$ cat config.mk
export PLATFORM = sky130hd
export DESIGN_NAME = pxcap_top
export DESIGN_NICKNAME = d
export VERILOG_FILES = /design/src/rtl/pxcap_pkg.sv /design/src/rtl/pxcap_edge_reg.sv /design/src/rtl/pxcap_path_sel.sv /design/src/rtl/pxcap_assemble.sv /design/src/rtl/pxcap_top.sv
export SDC_FILE = /design/constraint.sdc
export NUM_CORES = 1
export LEC_CHECK = 0
export CORE_MARGIN = 10
export CORE_UTILIZATION = 44
export CTS_CLUSTER_DIAMETER = 150
export CTS_CLUSTER_SIZE = 10
export DETAILED_ROUTE_END_ITERATION = 6
export GPL_TIMING_DRIVEN = 0
export PLACE_DENSITY = 0.83
export SYNTH_ARGS = -nofsm -noshare
export SYNTH_HDL_FRONTEND = slang
export SYNTH_SLANG_ARGS = --single-unit
$ cat constraint.sdc
create_clock -name clk -period 0.8 [get_ports clk]
set_input_delay 0.12 -clock clk [delete_from_list [all_inputs] [get_ports clk]]
set_output_delay 0.12 -clock clk [all_outputs]
set_load 0.1 [all_outputs]
$ cat src/rtl/pxcap_pkg.sv
package pxcap_pkg;

  // Control bits that travel with every pixel.
  typedef struct packed {
    logic de;
    logic hs;
    logic vs;
  } ctl_t;

  localparam int CTL_W = $bits(ctl_t);

  // Which captured sample feeds the output register.
  typedef enum logic [1:0] {
    PATH_JOIN = 2'd0,  // low half from rising edge, high half from falling edge
    PATH_RISE = 2'd1,  // full word from rising edge
    PATH_FALL = 2'd2   // full word from falling edge
  } path_e;

endpackage

$ cat src/rtl/pxcap_edge_reg.sv
// Capture register clocked on a chosen edge of the bus clock.
module pxcap_edge_reg #(
  parameter int W       = 27,
  parameter bit ON_FALL = 1'b0
) (
  input  logic         clk,
  input  logic         rst,
  input  logic [W-1:0] d,
  output logic [W-1:0] q
);

  generate
    if (ON_FALL) begin : g_fall
      always_ff @(negedge clk) begin
        if (rst) q <= '0;
        else     q <= d;
      end
    end else begin : g_rise
      always_ff @(posedge clk) begin
        if (rst) q <= '0;
        else     q <= d;
      end
    end
  endgenerate

endmodule

$ cat src/rtl/pxcap_path_sel.sv
// Decodes the configuration pins into an output path.
module pxcap_path_sel
  import pxcap_pkg::*;
(
  input  logic  mode_dual,
  input  logic  edge_rise,
  output path_e path
);

  always_comb begin
    if (mode_dual)      path = PATH_JOIN;   // polarity pin unused here
    else if (edge_rise) path = PATH_RISE;
    else                path = PATH_FALL;
  end

endmodule

$ cat src/rtl/pxcap_assemble.sv
// Builds the output pixel from the two capture stages and registers it
// on the rising edge.
module pxcap_assemble
  import pxcap_pkg::*;
#(
  parameter int HALF_W = 12,
  localparam int PIX_W = 2 * HALF_W
) (
  input  logic             clk,
  input  logic             rst,
  input  path_e            path,
  input  logic [PIX_W-1:0] rise_word,
  input  ctl_t             rise_ctl,
  input  logic [PIX_W-1:0] fall_word,
  input  ctl_t             fall_ctl,
  output logic [PIX_W-1:0] pix_word,
  output ctl_t             pix_ctl
);

  logic [PIX_W-1:0] nxt_word;
  ctl_t             nxt_ctl;

  always_comb begin
    nxt_word = '0;
    nxt_ctl  = '0;
    case (path)
      PATH_JOIN: begin
        nxt_word = {fall_word[HALF_W-1:0], rise_word[HALF_W-1:0]};
        nxt_ctl  = rise_ctl;
      end
      PATH_RISE: begin
        nxt_word = rise_word;
        nxt_ctl  = rise_ctl;
      end
      PATH_FALL: begin
        nxt_word = fall_word;
        nxt_ctl  = fall_ctl;
      end
      default: begin
        nxt_word = '0;
        nxt_ctl  = '0;
      end
    endcase
  end

  always_ff @(posedge clk) begin
    if (rst) begin
      pix_word <= '0;
      pix_ctl  <= '0;
    end else begin
      pix_word <= nxt_word;
      pix_ctl  <= nxt_ctl;
    end
  end

  // reset clears the pixel and its control bits.
  p_reset_clear_r8: assert property (@(posedge clk)
    rst |=> (pix_word == '0 && pix_ctl == '0));

  // in the joined path the high half follows the falling-edge stage.
  p_hi_half_r2: assert property (@(posedge clk) disable iff (rst)
    ($past(path) == PATH_JOIN && !$past(rst))
      |-> pix_word[PIX_W-1:HALF_W] == $past(fall_word[HALF_W-1:0]));

  // the falling path takes the full falling-edge sample.
  p_fall_full_r4: assert property (@(posedge clk) disable iff (rst)
    ($past(path) == PATH_FALL && !$past(rst))
      |-> (pix_word == $past(fall_word) && pix_ctl == $past(fall_ctl)));

endmodule

$ cat src/rtl/pxcap_top.sv
// Dual-mode pixel bus capture, top level.
module pxcap_top
  import pxcap_pkg::*;
#(
  parameter int HALF_W = 12,
  localparam int PIX_W = 2 * HALF_W,
  localparam int CAP_W = PIX_W + CTL_W
) (
  input  logic             clk,
  input  logic             rst,
  input  logic             mode_dual,
  input  logic             edge_rise,
  input  logic [PIX_W-1:0] pin_data,
  input  logic             pin_de,
  input  logic             pin_hs,
  input  logic             pin_vs,
  output logic [PIX_W-1:0] pix_data,
  output logic             pix_de,
  output logic             pix_hs,
  output logic             pix_vs
);

  logic [CAP_W-1:0] bus_in;
  logic [CAP_W-1:0] rise_q;
  logic [CAP_W-1:0] fall_q;
  path_e            path;
  ctl_t             out_ctl;

  assign bus_in = {pin_de, pin_hs, pin_vs, pin_data};

  pxcap_edge_reg #(.W(CAP_W), .ON_FALL(1'b0)) u_rise (
    .clk(clk), .rst(rst), .d(bus_in), .q(rise_q)
  );

  pxcap_edge_reg #(.W(CAP_W), .ON_FALL(1'b1)) u_fall (
    .clk(clk), .rst(rst), .d(bus_in), .q(fall_q)
  );

  pxcap_path_sel u_sel (
    .mode_dual(mode_dual), .edge_rise(edge_rise), .path(path)
  );

  pxcap_assemble #(.HALF_W(HALF_W)) u_asm (
    .clk      (clk),
    .rst      (rst),
    .path     (path),
    .rise_word(rise_q[PIX_W-1:0]),
    .rise_ctl (ctl_t'(rise_q[CAP_W-1:PIX_W])),
    .fall_word(fall_q[PIX_W-1:0]),
    .fall_ctl (ctl_t'(fall_q[CAP_W-1:PIX_W])),
    .pix_word (pix_data),
    .pix_ctl  (out_ctl)
  );

  assign pix_de = out_ctl.de;
  assign pix_hs = out_ctl.hs;
  assign pix_vs = out_ctl.vs;

  // Cycles since reset, so that two-deep history only covers live inputs.
  logic [1:0] since_rst;
  always_ff @(posedge clk) begin
    if (rst)                  since_rst <= 2'd0;
    else if (since_rst != 2'd3) since_rst <= since_rst + 2'd1;
  end
  logic settled;
  assign settled = (since_rst >= 2'd2);

  // low half comes from the bus two rising edges earlier.
  p_lo_half_r2: assert property (@(posedge clk) disable iff (rst)
    (settled && $past(mode_dual))
      |-> pix_data[HALF_W-1:0] == $past(pin_data[HALF_W-1:0], 2));

  // dual-edge control bits follow the rising-edge pins only.
  p_dual_ctl_r5: assert property (@(posedge clk) disable iff (rst)
    (settled && $past(mode_dual))
      |-> {pix_de, pix_hs, pix_vs} == $past({pin_de, pin_hs, pin_vs}, 2));

  // rising single-edge path, one output stage after capture.
  p_rise_full_r3: assert property (@(posedge clk) disable iff (rst)
    (settled && $past(!mode_dual && edge_rise))
      |-> (pix_data == $past(pin_data, 2)
           && {pix_de, pix_hs, pix_vs} == $past({pin_de, pin_hs, pin_vs}, 2)));

endmodule

==> results.py <==
metrics = {
    "placed_design": {
        "post-dp-hpwl_mm": 3.973,
        "io_buffers": 56,
        "place_ws_ns": -0.8284,
        "routabilityCongestion": 0.7533,
        "placed_area_um2": 3204,
        "placedCellCount": 334,
    },
    "sta": {
        "slew_viol_final": 0,
        "setup_ws_ns": -0.5679,
        "setup_viol": 66,
        "worst_hold_slack_ns": -0.008728,
        "finalClockSkew_ns": 0.06205,
        "tightest_slew_ns": 0.7494,
        "rsz0062_at_grt": "true",
        "hold_viol_final": 2,
        "slew_headroom_pct": 50.04,
    },
    "cts": {
        "cts_root_buf": "clkbuf_8",
        "htreeDepth": 3,
        "worstSkewPairLatency_ns": 0.40,
        "path_clk_slew_ns": 0.08,
        "cts_made_buffers": 9,
        "clock-sinks": 81,
        "cts_tree": "built",
        "cts_buffer_depth": 2,
    },
    "status": {
        "violations": "negative hold slack, negative setup slack",
        "outcome": "complete, but fails checks",
    },
    "floorplan": {
        "die_w_um": 95.27,
        "num_rows": 27,
        "initial_utilization_pct": 45.26,
        "fp.dieArea_um2": 9075,
        "die_y_um": 95.27,
        "core_area_um2": 5507,
        "io_pins": 58,
    },
    "worst_setup_path": {
        "arrival_ns": 1.63,
        "critPathLaunchType": "register",
        "required_ns": 1.07,
        "slowest_stage": "or3b_4",
        "path_cells": "or3b_4 -> a21oi_2",
        "path_buf_inv": 0,
        "cp-end-kind": "register",
        "crit_family": "simple AND/OR/NAND/NOR gates",
        "critPathMaxFanout": 2,
        "worst_path_largest_cell_delay_ns": 0.38,
        "worst-setup-path-type": "reg2reg",
    },
    "finish": {
        "fin_util_pct": 75.01,
        "layoutNonFillerInstCount": 384,
        "final_common_cell": "dfxtp_1",
        "drive_above_1_share_pct": 50.00,
        "area_growth_pct": 65.71,
        "n_antenna_cell": 0,
        "finalInstanceArea_um2": 4130,
        "fillers": 335,
        "nets": 338,
        "layout_common_cells": "43 x dfxtp_1, 38 x dfxtp_2, 28 x inv_1, 27 x buf_12, 21 x clkdlybuf4s50_1",
    },
    "min_path": {
        "min_path_type": "in2reg",
    },
    "power_and_ir_drop": {
        "comb_power_share_pct": 16.4,
        "power_density_nw_per_um2": 2377,
        "p_clk_share_pct": 38.8,
        "leakage_nw": 1.793,
        "max-vdd-ir-drop_mv": 1.832,
        "p_sw_share_pct": 27.93,
        "p_sw_mw": 2.742,
        "finalPower_mw": 9.819,
        "p_seq_share_pct": 44.8,
        "internal_power_mw": 7.077,
    },
    "synthesis": {
        "synth.area.mux_share_pct": 4.819,
        "syn_area_um2": 2492,
        "ys_types": 16,
        "synth-seq-area-share_pct": 65.06,
        "synth_top_family_by_area": "simple AND/OR/NAND/NOR gates",
        "ys.warnings.count": 0,
        "synth_fa_ha_area_share_pct": 0,
        "synth_compound_area_share_pct": 11.04,
        "synth-simple-area-share_pct": 15.06,
        "syn_inst": 206,
        "avgSynthCellArea_um2": 12.10,
        "synth_nets": 237,
        "synthXorXnorAreaFrac_pct": 0,
        "ys_seq_elements": 81,
    },
    "detailed_routing": {
        "via_count": 1854,
        "avgViaCountPerCell": 4.828,
        "first_iter_violations": 101,
        "drc_errors": 0,
        "routed_wl_mm": 6.464,
        "first_pass_iters": 4,
        "wl_per_cell_um": 16.83,
        "ant_nets": 0,
    },
    "global_route": {
        "antenna_found_initial": 0,
        "grt_pass1_wl_mm": 9.763,
        "grt_remaining_overflow": 0,
        "grt_pass1_vias": 1989,
        "grt_max_degree": 14,
        "grt.total_usage_pct": 14.39,
    },
    "flow_run": {
        "max-cap-violations": 0,
    },
}
-- timing repair --
item / CTS / global route
gates cloned: 0 / 0
hold endpoints to repair: 4 / 4
setup buffers: 4 / 4
setup endpoints to repair: 68 / 75
pin swaps: 12 / 6
resized for setup: 291 / 42
-- routing by layer --
metal	track usage, %	share of wire, %	vias up	routed length, um
met4	5.237	2.2	0	143
met1	15.02	37	883	2383
met3	7.541	9.1	10	588
met2	24.20	52	69	3348
met5	0	0	-	0
li1	-	-	892	-
-- metrics by stage --
step | hold WS, ns | setup TNS [ns]
after global placement | 0.3337 | -49.12
after global routing | -0.02335 | -18.97
after CTS | -0.03947 | -16.86
after floorplan | 0.2771 | -12.98
final | -0.008728 | -17.18
after detailed placement | 0.3425 | -50.56
-- kinds of logic after synthesis --
| family | Yosys count |
|---|---|
| simple gates | 54 |
| buf+inv | 17 |
| compound gates | 42 |
| mux | 12 |
| flops | 81 |
-- power groups by stage --
stage               Sequential, mW  Combinational, mW  Clock, mW
floorplan                     4.97              0.330      0.214
global placement              4.41               1.26      0.214
detailed placement            4.42               1.27      0.214
CTS                           4.39               1.52       3.86
global route                  4.41               1.68       4.17
finish                        4.39               1.61       3.81
-- sequential cells by signal, summed over array words and instances, names as in the netlist --
name	cells
u_fall.q	27
u_asm.pix_ctl	3
u_asm.pix_word	24
u_rise.q	27
-- worst reg2reg max path: stages (launching register included) --
cell and delay [ns]:
dfxtp_2 0.32, or3b_4 0.38, a21oi_2 0.15
-- synthesized netlist by cell type --
library cell | n | area [um2]
dfxtp_1 | 81 | 1622
nor2b_1 | 39 | 244.0
a21oi_1 | 15 | 75.07
o21ai_0 | 15 | 75.07
or3b_1 | 13 | 113.9
mux2i_1 | 12 | 120.1
a211oi_2 | 7 | 87.58
clkbuf_1 | 7 | 26.28
a211oi_1 | 5 | 37.54
buf_6 | 4 | 45.04
buf_2 | 2 | 10.01
or3b_2 | 2 | 17.52
buf_1 | 1 | 3.750
buf_4 | 1 | 7.510
inv_1 | 1 | 3.750
inv_2 | 1 | 3.750
-- final timing paths --
path / depth (start not counted) / to / slack [ns] / startpoint
worst max register to register: 2 / u_asm.pix_word[10] / -0.57 / u_fall.q[10]
worst max-delay path: 2 / u_asm.pix_word[10] / -0.57 / u_fall.q[10]
worst min register to register: 2 / u_asm.pix_word[2] / 0.46 / u_rise.q[2]
worst min-delay path: 2 / u_rise.q[26] / -0.009 / rst
-- final cells by class --
type | instances | area, um2 | share of cell area (%)
buffer | 15 | 118.9 | 2.878
clock buffer | 11 | 152.6 | 3.696
clock inverter | 32 | 175.2 | 4.241
inverter | 1 | 3.754 | 0.09088
multi-input combinational | 108 | 1006 | 24.36
sequential | 81 | 1669 | 40.41
tap | 72 | 90.09 | 2.181
timing repair buffer | 64 | 914.6 | 22.14
(Power assumes the default switching activity.)
